`src/rtl/fifo_offset_prog.sv`:
```
module fifo_offset_prog #(
  parameter int DEPTH    = 512,
  parameter int DW       = 36,
  parameter int PRESET_A = 8,
  parameter int PRESET_B = 16
) (
  input  logic                     clk,
  input  logic                     rst_n,
  input  logic [1:0]               sel,
  input  logic                     ser_en_n,
  input  logic                     ser_din,
  input  logic                     wr_en,
  input  logic [DW-1:0]            wr_data,
  input  logic [$clog2(DEPTH):0]   word_count,
  input  logic [$clog2(DEPTH):0]   free_count,
  output logic                     almost_empty_n,
  output logic                     almost_full_n,
  output logic                     prog_done,
  output logic                     fifo_wr_ok,
  output logic [$clog2(DEPTH)-1:0] x_off,
  output logic [$clog2(DEPTH)-1:0] y_off
);
  localparam int OW = $clog2(DEPTH);
  localparam int CW = OW + 1;
  localparam int NB = 2 * OW;
  localparam int KW = $clog2(NB + 1);
  localparam logic [1:0] M_SER = 2'b00, M_PA = 2'b01, M_PB = 2'b10, M_PAR = 2'b11;

  logic [1:0]    mode_q;
  logic [OW-1:0] x_q, y_q;
  logic [KW-1:0] cnt_q;
  logic          done_q;

  function automatic logic [OW-1:0] preset_of(input logic [1:0] s);
    case (s)
      M_PA:    return OW'(PRESET_A);
      M_PB:    return OW'(PRESET_B);
      default: return '0;
    endcase
  endfunction

  wire ser_step = (mode_q == M_SER) && !done_q && !ser_en_n;
  wire par_step = (mode_q == M_PAR) && !done_q && wr_en;
  wire unused_hi = &{1'b0, wr_data[DW-1:OW]};

  always_ff @(posedge clk) begin
    if (!rst_n) begin
      mode_q <= sel;
      cnt_q  <= '0;
      done_q <= (sel == M_PA) || (sel == M_PB);
      x_q    <= preset_of(sel);
      y_q    <= preset_of(sel);
    end else begin
      if (ser_step) begin
        {y_q, x_q} <= {y_q[OW-2:0], x_q, ser_din};
        cnt_q      <= cnt_q + 1'b1;
        if (cnt_q == KW'(NB - 1)) done_q <= 1'b1;
      end
      if (par_step) begin
        if (cnt_q == '0) y_q <= wr_data[OW-1:0];
        else begin
          x_q    <= wr_data[OW-1:0];
          done_q <= 1'b1;
        end
        cnt_q <= cnt_q + 1'b1;
      end
    end
  end

  assign x_off          = x_q;
  assign y_off          = y_q;
  assign prog_done      = rst_n & done_q;
  assign fifo_wr_ok     = wr_en & prog_done;
  assign almost_empty_n = word_count > CW'(x_q);
  assign almost_full_n  = free_count > CW'(y_q);

  p_mode_latched_r1: assert property (@(posedge clk) disable iff (!rst_n)
    rst_n |=> $stable(mode_q));
  p_serial_lsb_r4: assert property (@(posedge clk) disable iff (!rst_n)
    ser_step |=> x_off[0] == $past(ser_din));
  p_serial_count_r5: assert property (@(posedge clk) disable iff (!rst_n)
    (ser_step && cnt_q == KW'(NB - 1)) |=> prog_done);
  p_done_holds_r5: assert property (@(posedge clk) disable iff (!rst_n)
    prog_done |=> prog_done);
  p_par_first_r6: assert property (@(posedge clk) disable iff (!rst_n)
    (par_step && cnt_q == '0) |=> (y_off == $past(wr_data[OW-1:0])) && !prog_done);
  p_frozen_r10: assert property (@(posedge clk) disable iff (!rst_n)
    prog_done |=> $stable(x_off) && $stable(y_off));
endmodule

```
`config.mk`:
```
export PLATFORM = sky130hd
export DESIGN_NAME = fifo_offset_prog
export DESIGN_NICKNAME = d
export VERILOG_FILES = /design/src/rtl/fifo_offset_prog.sv
export SDC_FILE = /design/constraint.sdc
export NUM_CORES = 1
export LEC_CHECK = 0
export ABC_CLOCK_PERIOD_IN_PS = 1750
export BUFFER_PORTS_ARGS = -buffer_cell sky130_fd_sc_hd__buf_2
export CORE_ASPECT_RATIO = 1.2
export CORE_UTILIZATION = 46
export DETAILED_ROUTE_END_ITERATION = 8
export PLACE_DENSITY = 0.77
export RECOVER_POWER = 100
export SLEW_MARGIN = 20
export SYNTH_ARGS = -nofsm -noshare
export SYNTH_HDL_FRONTEND = slang
export SYNTH_SLANG_ARGS = --single-unit
```
`constraint.sdc`:
```
create_clock -name clk -period 1.75 [get_ports clk]
set_input_delay 0.2625 -clock clk [delete_from_list [all_inputs] [get_ports clk]]
set_output_delay 0.2625 -clock clk [all_outputs]
set_load 0.1 [all_outputs]
```
# [Word level (Yosys, flattened, before mapping)]
# Cells that the tools add are included.
[op_classes] add_sub_neg=1 n_mux=16 n_eq_ne=4 n_reduce_logical=10 bitwise=2 order_cmp=2
[ops] op="2-to-1 mux 9 bit" count=8
[ops] op="> comparator 10 x 9 -> 1 bit" count=2
[ops] op="2-to-1 mux 5 bit" count=2
[ops] op="one-hot mux 5 bit (2 select lines)" count=1
[ops] op="adder 5 x 1 -> 5 bit (second input constant)" count=1
[ops] op="equality test 5 bit (second input constant)" count=1
[ops] op="zero test 5 bit" count=1
[ops] op="2-to-1 mux 1 bit" count=5
[ops] op="equality test 2 bit (second input constant)" count=2
[ops] op="logical AND 1 bit" count=4
[ops] op="AND 1 bit" count=2
[ops] op="equality test 2 x 1 -> 1 bit (second input constant)" count=1
[ops] op="zero test 1 bit" count=2
[ops] op="zero test 2 bit" count=1
[ops] op="nonzero test 2 bit" count=1
[ops] op="logical OR 1 bit" count=1
[totals] regBits=26 inputBits=63 out_inout_bits=22 wordCells=40

# [Depth between registers and ports, before layout]
# Gate-level depths: netlist of run 1.
[depth] word_depth=7 mapped_depth=7 depth_no_buf=6

# [Least setup slack after synthesis of run 1]
# No wires, ideal clock.
[synth_path] kind="flip-flop to output port" start="reg y_q[3] (netlist: y_off[3])" end="out almost_full_n" path_slack_ns=-1.826 t_required_ns=1.487 t_arrival_ns=3.313 n_path_buf=0 stages_incl_launch_ff=7 path_cell_list="dfxtp_1 inv_1 ha_1 nand4_1 a21oi_1 o31ai_1 a2bb2oi_1"
[synth_between] elab_chain_cells=1
[synth_rtl] item="start, declared" line="30" source="logic [OW-1:0] x_q, y_q;"
[synth_rtl] item="start signal, assigned" line="52" source="y_q <= preset_of(sel);"
[synth_rtl] item="start signal, assigned" line="55" source="{y_q, x_q} <= {y_q[OW-2:0], x_q, ser_din};"
[synth_rtl] item="start signal, assigned" line="60" source="if (cnt_q == '0) y_q <= wr_data[OW-1:0];"
[synth_rtl] item="> comparator 10 x 9 -> 1 bit" line="75" source="assign almost_full_n = free_count > CW'(y_q);"
[synth_rtl] item="end, declared" line="17" source="output logic almost_full_n,"
# No other way between the ends.

# [Final worst setup path of run 1]
# Ends and elaborated chain as after synthesis.

==> results of run 1 <==
[state kept, by name (all words and copies together) (netlist names)]
signal,count
x_off,9
y_off,9
mode_q,2
done_q,1
cnt_q,5
[stage by stage]
step	TNS, ps	area [sq um]	power [mW]	instances
after floorplan	-384.1	1849	1.044	209
after global placement	0	2215	1.172	301
after detailed placement	0	2215	1.181	301
after CTS	-423.1	2361	1.656	311
after global routing	-914.3	2461	1.754	317
final	-492.4	2461	1.676	317
[worst register-to-register path: cells and delay by family, from the launching register on]
family          cells  cell delay, ps
buf+inv             1             100
simple gates        3             770
compound gates      1             240
fa+ha+maj           1             140
flops               1             340
[per-layer routing]
metal  up-vias  wire (um)
li1        883          -
met1       841       1795
met2        40       2300
met3         8        175
met4         0         64
met5         -          0
[layout make-up]
| type | count | area share (%) |
|---|---|---|
| Clock buffer | 4 | 2.694 |
| Inverter | 26 | 4.169 |
| Timing Repair Buffer | 76 | 18.30 |
| Sequential cell | 26 | 24.61 |
| Multi-Input combinational cell | 148 | 48.35 |
| Tap cell | 37 | 1.881 |
[cell families (layout without fill, tap and decap cells)]
logic type / Yosys count / after routing / synth area share (%)
AND/OR/NAND/NOR: 65 / 65 / 19.19
AO/OA/AOI/OAI: 56 / 56 / 21.47
buffers and inverters: 35 / 106 / 8.602
flip-flops: 26 / 26 / 31.76
adder cells (fa/ha/maj): 23 / 23 / 16.91
XOR/XNOR: 4 / 4 / 2.059
[power by group through the flow]
stage | clock network, mW | logic [mW] | registers (mW)
6_report | 0.444 | 0.587 | 0.646
5_1_grt | 0.474 | 0.631 | 0.650
4_1_cts | 0.453 | 0.557 | 0.647
3_5_place_dp | 0 | 0.517 | 0.664
3_3_place_gp | 0 | 0.509 | 0.663
2_1_floorplan | 0 | 0.241 | 0.803
[cells in the mapped netlist (2+ instances only)]
cell type	number	area share, %
a211oi_1	4	1.8
a21oi_1	6	1.8
a2bb2oi_1	2	1.0
a31oi_1	15	5.5
and4b_1	2	1.2
buf_2	5	1.5
clkbuf_1	2	0.44
dfxtp_1	24	28
edfxtp_1	2	3.5
ha_1	23	17
inv_1	25	5.5
nand2_1	36	7.9
nand2b_1	2	0.74
nand3_1	2	0.59
nand4_1	2	0.74
nor2_1	9	2.0
nor2_2	2	0.74
nor3_1	2	0.59
o2111ai_1	2	1.0
o21ai_0	17	5.0
o221ai_1	4	2.1
xor2_1	3	1.5
[what timing repair did]
action                                  CTS  global route
pin swaps                                11             7
setup buffers                             6             6
resized for setup                         8             7
endpoints found under the setup margin    2             6
[cell usage in the layout, fill, tap and decap left out, types with 4 or more instances in the layout]
cell type  count
a211oi_2       4
a21oi_1        6
a31oi_1       15
buf_2         34
buf_4         17
clkbuf_1       4
clkbuf_2      18
dfxtp_1        6
dfxtp_4       17
ha_1          13
ha_4           9
inv_1         14
inv_2          9
nand2_1       36
nor2_1         9
o21ai_0       15
[how the worst max path moves through the flow]
stage / end / cells past startpoint / slack [ps]
5_1_grt: almost_full_n / 7 / -360
4_1_cts: almost_full_n / 7 / -230
6_report: almost_full_n / 7 / -290
3_3_place_gp: almost_full_n / 7 / 30
3_5_place_dp: almost_full_n / 7 / 8
2_1_floorplan: almost_full_n / 6 / -360
==> metrics, run 1 <==
outcome complete, but fails checks; failing checks design-rule violations, negative setup slack; CP Class flip-flop to primary output; Pleak 1.017 nW; CP max FO 2; Worst R2R End x_off[3]; All-Layer GR Usage 21.57%; fraction of registers with async set/reset 0%; final setup fails 2; worst-skew pair later-pin latency 270 ps; Reg clk slew, reported paths 90 ps; pre-CTS setup slack 8.314 ps; sw frac 35.97%; Synth cell types 40; Initial Utilization 49.69%; critical-path cell list inv_4 -> ha_4 -> a211oi_2 -> nor2_1 -> o31ai_2 -> a2bb2oi_4 -> buf_12; core area 3425 sq um; Critical Path End Type primary output; # port buffers 57; final hold vios 0; crit-path max cell delay 370 ps; achievable frequency 490.2 MHz; CTS tree yes; P_sw 0.6028 mW; initial antenna violation count 0; GRT met2 Usage 42.01%; Row Count 23; vias in the first global route 1608; pin count of the biggest net entering global routing 24; number of synthesized register bits 26; maximum clock path buffer count 2; sequential-to-total area share from yosys stat 31.76%; combinational share of power 35.0%; die area 3947 sq um; pwr/cell area 681.0 nW/um^2; HP Start sel[0]; grt met1 use 24.43%; Min-Delay Path Depth 1; CP startpoint y_off[3]; reg2reg path depth 6; Avg Inst Size Synth 8.142 sq um; Via Count 1772; R2R Setup Slk 70 ps; hold_buf cts 0; DRT Pass-1 Iters 6; Die X-Extent 57.52 um; Critical R2R Launch cnt_q[1]; CTS H-tree depth 1; # IOs 85; crit-path leading delay family compound AO/OA/AOI/OAI gates; drt via density 5.590; DRT antenna net count 0; Diodes inserted 0; first-pass GRT wire length 6.630 mm; Top Usage Layer GRT met2; YS warnings 0; final worst path period need 2040 ps; die height 68.63 um; unrepaired setup endpoints after global routing true; HP Class primary input to flip-flop; grt met3 use 2.985%; Hold EP mode_q[0]; final period utilization 116.6%; Max IR drop VDD 0.4870 mV; Slew @ Worst Pin 702.4 ps; maxcap violations 0; Flop pwr share 38.5%; Main synth FF type dfxtp_1; # nets final 367; worst path required time 1490 ps; share of layout cells above drive strength 1 47.14%; Area growth syn-to-layout 44.63%; critical path's slowest cell dfxtp_4; power share of the clock group 26.5%; Final Skew 2.376 ps; fin util 71.87%; Slew Limit Fails 0; DRC Markers 5; net count after synthesis 295; grt ovf 0; Iteration-0 DRC Markers 56; CTS Sinks 26; Register Area 605.6 sq um; Syn Inst Count 209; WP buf/inv 2; TritonCTS buffer count 3; Multi-input gate area 1190 sq um; Final Wtd Congestion 0.7611; root buf cell clkbuf_8; Internal 1.073 mW; Post-synth EDFFs 2; worst setup margin -290.0 ps; crit start category flip-flop; DR WL/cell 13.68 um; synthesized cell area 1702 sq um; filler instances 272; Crit path arrival time 1780 ps; max_slew headroom 53.17%; Detail Placement HPWL 2.980 mm; Fin Hold WS 232.6 ps; Total Wirelength 4.335 mm
No activity file was read; power rests on OpenSTA's default activity.
==> inputs of run 2 (changes only) <==
Settings changed: ABC_AREA set to 1, CORE_UTILIZATION 46 to 47, TNS_END_PERCENT set to 50.
==> run 2 against run 1 <==
Net effect: the run ends with negative setup slack left; clock power fell by 11%; count of clock-buffer cells in the layout did not move; global-route usage rose by 2.4 points; routed wire length rose by 13%; largest cell class unchanged; critical path type unchanged; synthesized cell count rose by 41%.
==> metrics, run 2 <==
outcome complete, but fails checks; failing checks negative setup slack; CTS H-tree depth 1; multiplexer share of the synthesized area 0%; maxcap violations 0; Slew Limit Fails 0; Row Count 24; Area growth syn-to-layout 43.25%; Crit path arrival time 1650 ps; root buf cell clkbuf_8; Die X-Extent 59.92 um; Post-synth top cells nand2_1, inv_1, nor2_1; Detail Placement HPWL 3.376 mm; first-pass GRT wire length 7.886 mm; number of synthesized register bits 26; worst path required time 1490 ps; Max IR drop VDD 0.6380 mV; final worst path period need 1911 ps; DRT antenna net count 0; P_sw 0.6634 mW; commonest non-fill, non-tap cell in the layout nand2_1; die area 4284 sq um; Final Wtd Congestion 0.8349; YS warnings 0; xor/xnor cell area share of the yosys netlist 0.9259%; Diodes inserted 0; CTS tree yes; final hold vios 0; CP max FO 3; grt ovf 0; fin util 72.20%; Avg Inst Size Synth 6.435 sq um; # nets final 455; pin count of the biggest net entering global routing 19; vias in the first global route 1953; core area 3754 sq um; Final Skew 4.590 ps; adder-cell share of the synthesized area 15.21%; Internal 1.043 mW; pwr/cell area 629.7 nW/um^2; Reg clk slew, reported paths 90 ps; final cell count without fillers 420; DRT Pass-1 Iters 4; cell taking the most area after synthesis dfxtp_1; unrepaired setup endpoints after global routing true; final setup fails 2; Total Wirelength 4.880 mm; sw frac 38.87%; Main synth FF type dfxtp_1; # port buffers 57; leading post-synthesis cells by cell area dfxtp_1, ha_1, nand2_1; CTS Sinks 26; TritonCTS buffer count 3; All-Layer GR Usage 23.97%; HP Class primary input to flip-flop; hold_buf cts 0; CP Class flip-flop to primary output; drt via density 4.988; DRC Markers 0; maximum clock path buffer count 2; Flop pwr share 38.2%; power share of the clock group 23.3%; achievable frequency 523.3 MHz; Slew @ Worst Pin 562.6 ps; # IOs 85; Post-synth EDFFs 2; fraction of registers with async set/reset 0%; final period utilization 109.2%; largest family of logic cells by synthesized area simple AND/OR/NAND/NOR gates; sequential-to-total area share from yosys stat 28.57%; combinational share of power 38.6%; Syn Inst Count 294; worst setup margin -160.9 ps; synthesized cell area 1892 sq um; Via Count 2095; share of layout cells above drive strength 1 40.22%; Post-Synth Simple-Gate Area 33.53%; Yosys top cell area share 25.40%; Pleak 1.282 nW; crit start category flip-flop; worst-skew pair later-pin latency 280 ps; Iteration-0 DRC Markers 86; compound-gate portion of the synthesized area 9.788%; Initial Utilization 50.40%; die height 71.50 um; placed cells 403; max_slew headroom 62.65%; initial antenna violation count 0; top-count cell post-synth nand2_1; DR WL/cell 11.62 um; net count after synthesis 380; Synth cell types 22; most frequent cells in the layout nand2_1, nor2_1, buf_2, inv_1, o21ai_0; Critical Path End Type primary output
run 2: cell types whose count changed after synthesis, moves of 5 or more:
cell     previous run  this run
a31oi_1            15         0
nand3_1             2        19
o21ai_0            17        22
nor2_1              9        45
nand2_1            36        75
o21ai_1             0         7
inv_1              25        47
run 2: final cells by class:
cell class	instances	area (sq um)
clock buffer	4	55.05
fill	304	1044
inverter	49	190.2
multi-input combinational	213	1363
sequential	26	588.1
tap	52	65.06
timing repair buffer	76	449.2
run 2: kinds of logic after synthesis:
family          count (synthesis)
xor+xnor                        2
fa+ha+maj                      23
flops                          26
compound gates                 37
simple gates                  151
buf+inv                        55
run 2: repair_timing:
item | 4_1_cts | 5_1_grt
hold endpoints to repair | 0 | 0
pin swaps | 24 | 5
cloned | 0 | 0
gates resized for setup | 43 | 8
setup buffers | 10 | 3
setup endpoints to repair | 2 | 4
run 2: worst max-delay path, cell delays in order (launching register included):
cell,delay [ps]
dfxtp_4,360
inv_2,40
ha_4,260
nand2_2,70
nor2_4,130
inv_1,60
a21oi_2,120
nor2_2,60
nor2_4,90
buf_12,180
run 2: power groups by stage:
| stage | registers (mW) | clock network (mW) | logic (mW) |
|---|---|---|---|
| global route | 0.656 | 0.427 | 0.714 |
| global placement | 0.667 | 0 | 0.547 |
| CTS | 0.651 | 0.397 | 0.647 |
| finish | 0.651 | 0.397 | 0.658 |
| floorplan | 0.815 | 0 | 0.258 |
| detailed placement | 0.667 | 0 | 0.557 |
run 2: metal layers:
layer	global-route usage, %	vias to the layer above	part of all wire, %
met5	0	-	0
met4	10.59	0	3.5
met3	5.054	19	5.9
met2	43.09	76	52
met1	26.24	934	39
li1	-	1066	-
run 2: metrics by stage:
stage / hold slack, ps / setup TNS [ps] / instance area (sq um) / worst slack (ps) / power (mW)
global route: 252.9 / -567.1 / 2710 / -206.5 / 1.797
detailed placement: 474.3 / 0 / 2369 / 47.48 / 1.224
global placement: 473.2 / 0 / 2369 / 69.55 / 1.214
CTS: 186.5 / -220.7 / 2715 / -114.6 / 1.695
floorplan: 361.4 / -699.1 / 1953 / -352.2 / 1.073
finish: 222.9 / -278.2 / 2710 / -160.9 / 1.706
run 2: path summary, 6_finish.rpt:
| kind | from | endpoint | slack, ps | cells past startpoint |
|---|---|---|---|---|
| worst max register to register | cnt_q[0] | x_off[5] | 90 | 9 |
| worst min register to register | cnt_q[3] | cnt_q[3] | 510 | 2 |
| worst max-delay path | y_off[7] | almost_full_n | -160 | 9 |
| worst min-delay path | sel[1] | mode_q[1] | 220 | 1 |
